==> config.mk <==
export PLATFORM = sky130hd
export DESIGN_NAME = pi_timing_filter
export DESIGN_NICKNAME = d
export VERILOG_FILES = /design/src/rtl/pi_loop_pkg.sv /design/src/rtl/pi_mode_reg.sv /design/src/rtl/pi_err_scaler.sv /design/src/rtl/pi_core.sv /design/src/rtl/pi_timing_filter.sv
export SDC_FILE = /design/constraint.sdc
export NUM_CORES = 1
export LEC_CHECK = 0
export BUFFER_PORTS_ARGS = -buffer_cell sky130_fd_sc_hd__buf_2
export CORE_ASPECT_RATIO = 1.1
export CORE_UTILIZATION = 42
export CTS_CLUSTER_DIAMETER = 150
export DETAILED_ROUTE_END_ITERATION = 8
export PLACE_DENSITY = 0.6
export SYNTH_ARGS = -nofsm -noshare
export SYNTH_HDL_FRONTEND = slang
export SYNTH_HIERARCHICAL = 1
export SYNTH_SLANG_ARGS = --single-unit
==> constraint.sdc <==
create_clock -name clk -period 12.26 [get_ports clk]
set_input_delay 1.839 -clock clk [delete_from_list [all_inputs] [get_ports clk]]
set_output_delay 1.839 -clock clk [all_outputs]
set_load 0.005 [all_outputs]
==> src/rtl/pi_loop_pkg.sv <==
package pi_loop_pkg;

    typedef enum logic [0:0] {
        LOOP_TRACK = 1'b0,
        LOOP_HOLD  = 1'b1
    } loop_state_t;

    typedef struct packed {
        logic [1:0] rate;
        logic       negate;
        logic [1:0] pd_gain;
        logic       freeze;
        logic [1:0] loop_gain;
    } mode_t;

    function automatic logic [1:0] pd_shift(input logic [1:0] code);
        logic [1:0] sh;
        unique case (code)
            2'b01:   sh = 2'd1;
            2'b10:   sh = 2'd2;
            default: sh = 2'd0;
        endcase
        return sh;
    endfunction

    function automatic logic [3:0] prop_shift(input logic [1:0] code);
        logic [3:0] sh;
        unique case (code)
            2'b00:   sh = 4'd0;
            2'b01:   sh = 4'd2;
            2'b10:   sh = 4'd4;
            default: sh = 4'd6;
        endcase
        return sh;
    endfunction

    function automatic logic [3:0] integ_shift(input logic [1:0] code);
        logic [3:0] sh;
        unique case (code)
            2'b00:   sh = 4'd0;
            2'b01:   sh = 4'd5;
            2'b10:   sh = 4'd8;
            default: sh = 4'd12;
        endcase
        return sh;
    endfunction

endpackage

==> src/rtl/pi_mode_reg.sv <==
module pi_mode_reg
    import pi_loop_pkg::*;
(
    input  logic       clk,
    input  logic       rst_n,
    input  logic       we,
    input  logic [7:0] wdata,
    output mode_t      mode_q,
    output logic [7:0] rdata
);

    always_ff @(posedge clk) begin
        if (!rst_n) begin
            mode_q <= '0;
        end else if (we) begin
            mode_q <= mode_t'(wdata);
        end
    end

    assign rdata = mode_q;

endmodule

==> src/rtl/pi_err_scaler.sv <==
module pi_err_scaler
    import pi_loop_pkg::*;
#(
    parameter int ERR_W = 12,
    localparam int SC_W = ERR_W + 3
) (
    input  logic signed [ERR_W-1:0] err,
    input  logic                    negate,
    input  logic [1:0]              pd_code,
    output logic signed [SC_W-1:0]  scaled
);

    logic signed [SC_W-1:0] ext;
    logic signed [SC_W-1:0] signed_err;

    always_comb begin
        ext        = {{(SC_W-ERR_W){err[ERR_W-1]}}, err};
        signed_err = negate ? -ext : ext;
        scaled     = signed_err <<< pd_shift(pd_code);
    end

endmodule

==> src/rtl/pi_core.sv <==
module pi_core
    import pi_loop_pkg::*;
#(
    parameter int SC_W  = 15,
    parameter int ACC_W = 32,
    parameter int OUT_W = 24,
    localparam int WIDE = ACC_W + 2
) (
    input  logic                    clk,
    input  logic                    rst_n,
    input  logic                    valid,
    input  logic signed [SC_W-1:0]  scaled,
    input  logic [1:0]              lg_code,
    input  logic                    hold_set,
    input  logic                    hold_clr,
    output loop_state_t             state_q,
    output logic signed [ACC_W-1:0] acc_q,
    output logic signed [OUT_W-1:0] out_q,
    output logic                    out_valid_q
);

    localparam logic signed [WIDE-1:0] ACC_MAX = {{(WIDE-ACC_W+1){1'b0}}, {(ACC_W-1){1'b1}}};
    localparam logic signed [WIDE-1:0] ACC_MIN = ~ACC_MAX;
    localparam logic signed [WIDE-1:0] OUT_MAX = {{(WIDE-OUT_W+1){1'b0}}, {(OUT_W-1){1'b1}}};
    localparam logic signed [WIDE-1:0] OUT_MIN = ~OUT_MAX;

    loop_state_t             state_d;
    logic signed [WIDE-1:0]  sc_w;
    logic signed [WIDE-1:0]  prop_w;
    logic signed [WIDE-1:0]  integ_w;
    logic signed [WIDE-1:0]  acc_w;
    logic signed [WIDE-1:0]  acc_sum;
    logic signed [WIDE-1:0]  acc_sat;
    logic signed [ACC_W-1:0] acc_d;
    logic signed [WIDE-1:0]  acc_d_w;
    logic signed [WIDE-1:0]  out_sum;
    logic signed [WIDE-1:0]  out_sat;
    logic                    holding;

    // state register
    always_ff @(posedge clk) begin
        if (!rst_n) begin
            state_q <= LOOP_TRACK;
        end else begin
            state_q <= state_d;
        end
    end

    // transitions
    always_comb begin
        state_d = state_q;
        unique case (state_q)
            LOOP_TRACK: if (hold_set) state_d = LOOP_HOLD;
            LOOP_HOLD:  if (hold_clr) state_d = LOOP_TRACK;
            default:    state_d = LOOP_TRACK;
        endcase
    end

    // datapath
    always_comb begin
        holding = (state_q == LOOP_HOLD);
        sc_w    = {{(WIDE-SC_W){scaled[SC_W-1]}}, scaled};
        prop_w  = sc_w <<< prop_shift(lg_code);
        integ_w = sc_w <<< integ_shift(lg_code);
        acc_w   = {{(WIDE-ACC_W){acc_q[ACC_W-1]}}, acc_q};
        acc_sum = acc_w + integ_w;
        if (acc_sum > ACC_MAX) begin
            acc_sat = ACC_MAX;
        end else if (acc_sum < ACC_MIN) begin
            acc_sat = ACC_MIN;
        end else begin
            acc_sat = acc_sum;
        end
        acc_d   = holding ? acc_q : acc_sat[ACC_W-1:0];
        acc_d_w = {{(WIDE-ACC_W){acc_d[ACC_W-1]}}, acc_d};
        out_sum = acc_d_w + (holding ? '0 : prop_w);
        if (out_sum > OUT_MAX) begin
            out_sat = OUT_MAX;
        end else if (out_sum < OUT_MIN) begin
            out_sat = OUT_MIN;
        end else begin
            out_sat = out_sum;
        end
    end

    // outputs
    always_ff @(posedge clk) begin
        if (!rst_n) begin
            acc_q       <= '0;
            out_q       <= '0;
            out_valid_q <= 1'b0;
        end else begin
            out_valid_q <= valid;
            if (valid) begin
                acc_q <= acc_d;
                out_q <= out_sat[OUT_W-1:0];
            end
        end
    end

endmodule

==> src/rtl/pi_timing_filter.sv <==
module pi_timing_filter
    import pi_loop_pkg::*;
#(
    parameter int ERR_W = 12,
    parameter int ACC_W = 32,
    parameter int OUT_W = 24,
    localparam int SC_W = ERR_W + 3
) (
    input  logic             clk,
    input  logic             rst_n,
    input  logic             cfg_we,
    input  logic [7:0]       cfg_wdata,
    output logic [7:0]       cfg_rdata,
    output logic [1:0]       rate_sel,
    input  logic             err_valid,
    input  logic [ERR_W-1:0] err_in,
    output logic             freq_valid,
    output logic [OUT_W-1:0] freq_word
);

    mode_t                   mode_q;
    loop_state_t             state_w;
    logic signed [ACC_W-1:0] acc_w;
    logic signed [OUT_W-1:0] out_w;
    logic signed [SC_W-1:0]  scaled_w;
    logic                    hold_set;
    logic                    hold_clr;
    logic                    hold_bit;

    pi_mode_reg u_mode (
        .clk    (clk),
        .rst_n  (rst_n),
        .we     (cfg_we),
        .wdata  (cfg_wdata),
        .mode_q (mode_q),
        .rdata  (cfg_rdata)
    );

    pi_err_scaler #(.ERR_W(ERR_W)) u_scale (
        .err     (err_in),
        .negate  (mode_q.negate),
        .pd_code (mode_q.pd_gain),
        .scaled  (scaled_w)
    );

    assign hold_bit = mode_q.freeze;
    assign hold_set = cfg_we &  cfg_wdata[2] & ~hold_bit;
    assign hold_clr = cfg_we & ~cfg_wdata[2] &  hold_bit;

    pi_core #(.SC_W(SC_W), .ACC_W(ACC_W), .OUT_W(OUT_W)) u_core (
        .clk         (clk),
        .rst_n       (rst_n),
        .valid       (err_valid),
        .scaled      (scaled_w),
        .lg_code     (mode_q.loop_gain),
        .hold_set    (hold_set),
        .hold_clr    (hold_clr),
        .state_q     (state_w),
        .acc_q       (acc_w),
        .out_q       (out_w),
        .out_valid_q (freq_valid)
    );

    assign rate_sel  = mode_q.rate;
    assign freq_word = out_w;

endmodule

Yosys cells after proc, flatten, opt, wreduce, memory -nomap -nowiden. Index checks and enable logic that the tools add are counted.

Register bits: 66. Output and inout bits: 35. Logic and storage cells: 44.

$add $sub $neg: 3. Magnitude comparators: 4. Equal/unequal tests: 4. Shift operators: 3. Multiplexer cells: 13. Bitwise gates (word level): 7. Reduce and logical (&&, ||, !) cells: 1.

Operator list (number): 32-bit two-way mux (3); 24-bit two-way mux (2); 32-bit by 34-bit adder with 34-bit output (1); 34-bit adder (1); 34-bit by 24-bit > comparator with 1-bit output (second input constant) (1); 34-bit by 32-bit > comparator with 1-bit output (second input constant) (1); 34-bit by 24-bit less-than comparator with 1-bit output (second input constant) (1); 34-bit by 32-bit less-than comparator with 1-bit output (second input constant) (1); 34-bit two-way mux (1); 15-bit by 3-bit <<< shifter with 34-bit output (1); 15-bit by 4-bit <<< shifter with 34-bit output (1); 15-bit two-way mux (1); 12-bit negator with 15-bit output (1); 15-bit by 2-bit <<< shifter with 15-bit output (1); 4-bit case mux with 3 select lines (1); 3-bit case mux with 3 select lines (1); 1-bit bitwise AND (4); 2-bit by 1-bit == test with 1-bit output (second input constant) (2); 2-bit == test (second input constant) (2); 2-bit case mux with 2 select lines (1); 1-bit inverter (3); 2-bit zero test (1); 1-bit two-way mux (2); 1-bit case mux with 2 select lines (1).

Longest topological paths before layout.
Depth after elaboration: 13. Gate-level depth with buffers: 36. Gate-level depth less buffers: 34.

Hierarchy. The synthesis kept the hierarchy.

By module, submodules not included: pi_core (times used 1, cells each 935, area each 7138.1 sq um); pi_err_scaler (times used 1, cells each 97, area each 614.3 sq um); pi_mode_reg (times used 1, cells each 33, area each 361.6 sq um); pi_timing_filter (times used 1, cells each 2, area each 17.5 sq um).

Worst setup path after synthesis. No wires, ideal clock.

Path type: in2reg. From: in err_in[6]. To: reg u_core.out_q[18]. Setup time: 0.122 ns. Data arrival time: 9.338 ns. Slack: 2.800 ns. Cell stages on the path: 31. Buffers on the path: 4. Cells stage by stage: or4_1 -> buf_2 -> or3_1 -> o21ai_0 -> o21ai_0 -> mux4_2 -> ha_1 -> clkbuf_1 -> a21oi_1 -> o211ai_1 -> a31o_2 -> a2111oi_0 -> a211oi_1 -> o21ai_1 -> xor2_1 -> o21ai_1 -> a21oi_1 -> clkbuf_1 -> a22oi_1 -> fa_1 -> a211oi_1 -> o21a_1 -> a211oi_2 -> or3_4 -> a41oi_2 -> xnor2_1 -> nor4_2 -> o211ai_1 -> o41ai_4 -> buf_6 -> a21oi_2.

Longest elaborated chain between the ends: 13.

Ends and longest elaborated chain: from (decl) (line pi_timing_filter.sv:16) `input logic [ERR_W-1:0] err_in,`; 12-bit negator with 15-bit output (line pi_err_scaler.sv:18) `signed_err = negate ? -ext : ext;`; 15-bit two-way mux * (line pi_err_scaler.sv:18); 15-bit by 2-bit <<< shifter with 15-bit output * (line pi_err_scaler.sv:19) `scaled = signed_err <<< pd_shift(pd_code);`; via scaled_w[14] (line pi_timing_filter.sv:25) `logic signed [SC_W-1:0] scaled_w;`; 15-bit by 4-bit <<< shifter with 34-bit output * (line pi_core.sv:64) `integ_w = sc_w <<< integ_shift(lg_code);`; 32-bit by 34-bit adder with 34-bit output * (line pi_core.sv:66) `acc_sum = acc_w + integ_w;`; 34-bit by 32-bit less-than comparator with 1-bit output (line pi_core.sv:69) `end else if (acc_sum < ACC_MIN) begin`; 32-bit two-way mux (line pi_core.sv:69); 32-bit two-way mux * (line pi_core.sv:67) `if (acc_sum > ACC_MAX) begin`; 32-bit two-way mux * (line pi_core.sv:74) `acc_d = holding ? acc_q : acc_sat[ACC_W-1:0];`; via u_core.acc_d[1] (line pi_core.sv:34) `logic signed [ACC_W-1:0] acc_d;`; 34-bit adder * (line pi_core.sv:76) `out_sum = acc_d_w + (holding ? '0 : prop_w);`; 34-bit by 24-bit less-than comparator with 1-bit output (line pi_core.sv:79) `end else if (out_sum < OUT_MIN) begin`; 24-bit two-way mux (line pi_core.sv:79); 24-bit two-way mux * (line pi_core.sv:77) `if (out_sum > OUT_MAX) begin`; to (signal assigned) (line pi_core.sv:96) `out_q <= out_sat[OUT_W-1:0];`; to (decl) (line pi_core.sv:18) `output logic signed [OUT_W-1:0] out_q,`.

Mark *: on every way through the listed nets, which the timed path passes. The rest lies on a longest branch. A chain may end at the register's enable or synchronous reset.

Final worst setup path.
From: in err_in[6]. To: reg u_core.out_q[7].

The elaborated chain is that of the path after synthesis.

==> key figures <==
Worst setup path
  • Crit path DAT: between 10,000 and 15,000 ps
  • Worst Path Buf+Inv: 2
  • Critical path capture point type: flip-flop
  • Crit Path Class: input port to flip-flop
  • CP delay by family, top: compound AO/OA/AOI/OAI gates
  • Crit path max fanout: 20
  • Nature of the critical path startpoint: input port
  • CP required: 12,540 ps
  • CP max-delay cell: o41ai_4
  • Max incr delay on CP: 780 ps

Pwr
  • Comb power frac: around 73%
  • Power, Total: between 0.002 and 0.0025 W
  • Sequential Power Share: ~14%
  • P_leak: approximately 3.7 nW
  • VDD IR-drop max: roughly 0.00011 V
  • Internal power: roughly 0.0010 W
  • PwrDens: 239 mW/mm^2
  • NetSw: 0.00106 W
  • Sw frac: 50.4%
  • Clock power frac: 13.6%

Timing
  • FMAX: roughly 90 MHz
  • Final Skew: 11.2 ps
  • RSZ-0062 raised after global routing: no
  • Setup_tns: 0 ps
  • Setup-failing EPs final: 0
  • Max-slew headroom: 37.5%
  • Worst-Margin Slew: around 940 ps
  • Final period util: between 80% and 90%
  • Post-layout minimum cycle time: ~11,000 ps
  • Hold Slack: 467 ps
  • Max Slew Vio Count: 0
  • Final Hold Fails: 0

CTS
  • CTS tree: done
  • TritonCTS buffer count: 9
  • Cts repair resizes: 0
  • Clock slew at reported path FFs: 60 ps
  • Root Driver: clkbuf_16
  • H-tree Lvls: 3
  • CTS Hold Bufs: 0
  • Clk_lat worst skew: 340 ps
  • Clock sink count: 66
  • Max Root-Sink Buffers: 2
  • Post-CTS setup buffers: 0

Outcome
  • Status: completed

Logic synthesis
  • Synth area leaders: dfxtp_1 16%, ha_1 10%, a21oi_1 7.0%
  • Predominant post-synthesis flop cell: dfxtp_1
  • Number of synthesized register bits: 66
  • Syn nets: between 1,000 and 1,500
  • Synth cell types: 90
  • Top cell type's share of synthesized area: 16.2%
  • Post-synth top cells: 113 x a21oi_1, 100 x o21ai_0, 74 x nand2_1
  • Synth Instances: 1,067
  • Most common cell in the synthesized netlist: a21oi_1
  • Post-synth top area cell: dfxtp_1
  • Sequential cell area fraction in the yosys report: 16.2%
  • Post-synth ARST share: 0%
  • Synth Cell Area: between 0.008 and 0.009 sq mm
  • Average cell area after synthesis: between 7 and 8 sq um
  • Synthesis Warnings: 6
  • EDFF count, synth: 0

Floorplanning
  • Rows: between 50 and 60
  • Initial core utilization: a little over two fifths
  • Core area: 0.0190 sq mm
  • IO Pins: 59
  • DIE WIDTH: about 130 um
  • Die Height: ~150 um
  • DIE AREA: between 0.015 and 0.02 sq mm

Placed design
  • GPL Wtd Cong: 0.911
  • Area post-placement: ~0.0085 sq mm
  • DP Wirelength: approximately 17 mm
  • PortBufs: 58
  • Dpl cells: approximately 1,300

Drt
  • Number of remaining DRC errors: 0
  • Vias per cell: 5.97
  • Highest metal used: met4
  • Final antenna-violating net count: 0
  • Met2 WL: 9.98 mm
  • Drt total wl: approximately 22 mm
  • Via count: 7,903
  • TritonRoute pass-1 iters: 6
  • DR WL/cell: 16.9 um
  • DRT met1 WL: between 10 and 15 mm
  • Detailed Route Iter0 Violations: 727
  • Met3 WL: approximately 960 um

Layout
  • N_diodes: 0
  • Finished Layout Cells: between 1,000 and 1,500
  • Area growth, synth to finish: 7.99%
  • Fillers: 1,892
  • Final nets: ~1,200
  • Design area: just under 0.009 sq mm
  • Multi-input combinational cell area: roughly 0.0063 sq mm
  • Sequential cell area: approximately 0.0013 sq mm
  • Proportion of layout cells with a drive suffix above 1: between 10% and 20%

Global routing
  • Vias in the first global route: approximately 7,100
  • Initial antenna violation count: 0
  • GR Overflow Total: 0
  • First-pass GRT wire length: 36.4 mm
  • Pin count of the biggest net entering global routing: 68
  • Total Routing Usage GR: 22.3%

Job
  • Max_cap viols: 0

Worst hold path
  • Worst Hold Class: flip-flop to flip-flop
==> path summary, 6_finish.rpt <==
path	startpoint	endpoint	slack (ps)	cells past startpoint
setup / recovery	err_in[6]	u_core/out_q[7]$_SDFFE_PN0P_	1420	30
hold / removal	u_core/out_q[23]$_SDFFE_PN0P_	u_core/out_q[23]$_SDFFE_PN0P_	470	2
setup reg to reg	u_mode/mode_q[3]$_SDFFE_PN0P_	u_core/out_q[7]$_SDFFE_PN0P_	2720	29
hold reg to reg	u_core/out_q[23]$_SDFFE_PN0P_	u_core/out_q[23]$_SDFFE_PN0P_	470	2
==> routing by layer <==
metal	vias up	global-route usage, %
met5	-	0
met4	0	5.11
met3	21	2.64
met2	230	34.8
met1	3637	32.5
li1	4015	-
==> power groups by stage <==
stage | clock [W] | combinational [W] | sequential [W]
floorplan | 0 | 0.00122 | 0.000287
global placement | 0 | 0.00149 | 0.000296
detailed placement | 0 | 0.00150 | 0.000297
CTS | 0.000291 | 0.00151 | 0.000292
global route | 0.000302 | 0.00168 | 0.000298
finish | 0.000285 | 0.00152 | 0.000292
==> final cells by class <==
cell class	instances	share of cell area [%]
clock buffer	9	2.56
clock inverter	7	1.14
inverter	22	0.940
multi-input combinational	899	72.1
sequential	66	15.1
tap	247	3.52
timing repair buffer	74	4.67
==> worst register-to-register path: cells and delay by family (launching register included) <==
kind | cells | cell delay [ps]
adder cells (fa/ha/maj) | 2 | 880
flip-flops | 1 | 610
AO/OA/AOI/OAI | 19 | 5680
AND/OR/NAND/NOR | 4 | 1390
buffers and inverters | 2 | 530
XOR/XNOR | 2 | 410
==> flip-flops by register name, summed over array words and instances (netlist names) <==
name and cells:
u_core/acc_q 32, u_core/out_q 24, u_mode/mode_q 8, u_core/out_valid_q 1, u_core/state_q 1
==> kinds of logic (layout without fill, tap and decap cells) <==
kind of cell             Yosys count  in the layout  share of synthesized area (%)
flip-flops                        66             66                           16.2
buffers and inverters            102            112                           6.23
adder cells (fa/ha/maj)           67             67                           10.5
XOR/XNOR                          59             59                           6.35
multiplexers                      25             25                           4.17
AO/OA/AOI/OAI                    463            463                           37.9
AND/OR/NAND/NOR                  285            285                           18.6
==> layout by cell type (no fill, tap or decap), types with 16 or more instances in the layout <==
master and instances:
o21ai_0 100, inv_1 22, buf_2 58, nand3_1 19
xor2_1 24, o21ai_1 32, a21oi_1 110, and3_1 18
nand2_1 74, nor2b_1 24, a211oi_1 24, mux2i_1 17
dfxtp_1 65, a21o_1 32, xnor2_1 35, a2bb2oi_1 29
buf_4 16, ha_1 65, nand2b_1 24, a21oi_2 23
nor2_1 41
==> metrics by stage <==
stage               utilization (%)  setup WS (ps)
floorplan                         -           2800
global placement               44.4           1260
detailed placement             44.4           1100
CTS                            46.1           1440
global route                   46.1            791
finish                         46.1           1420
Power figures use the tool's default switching activity.
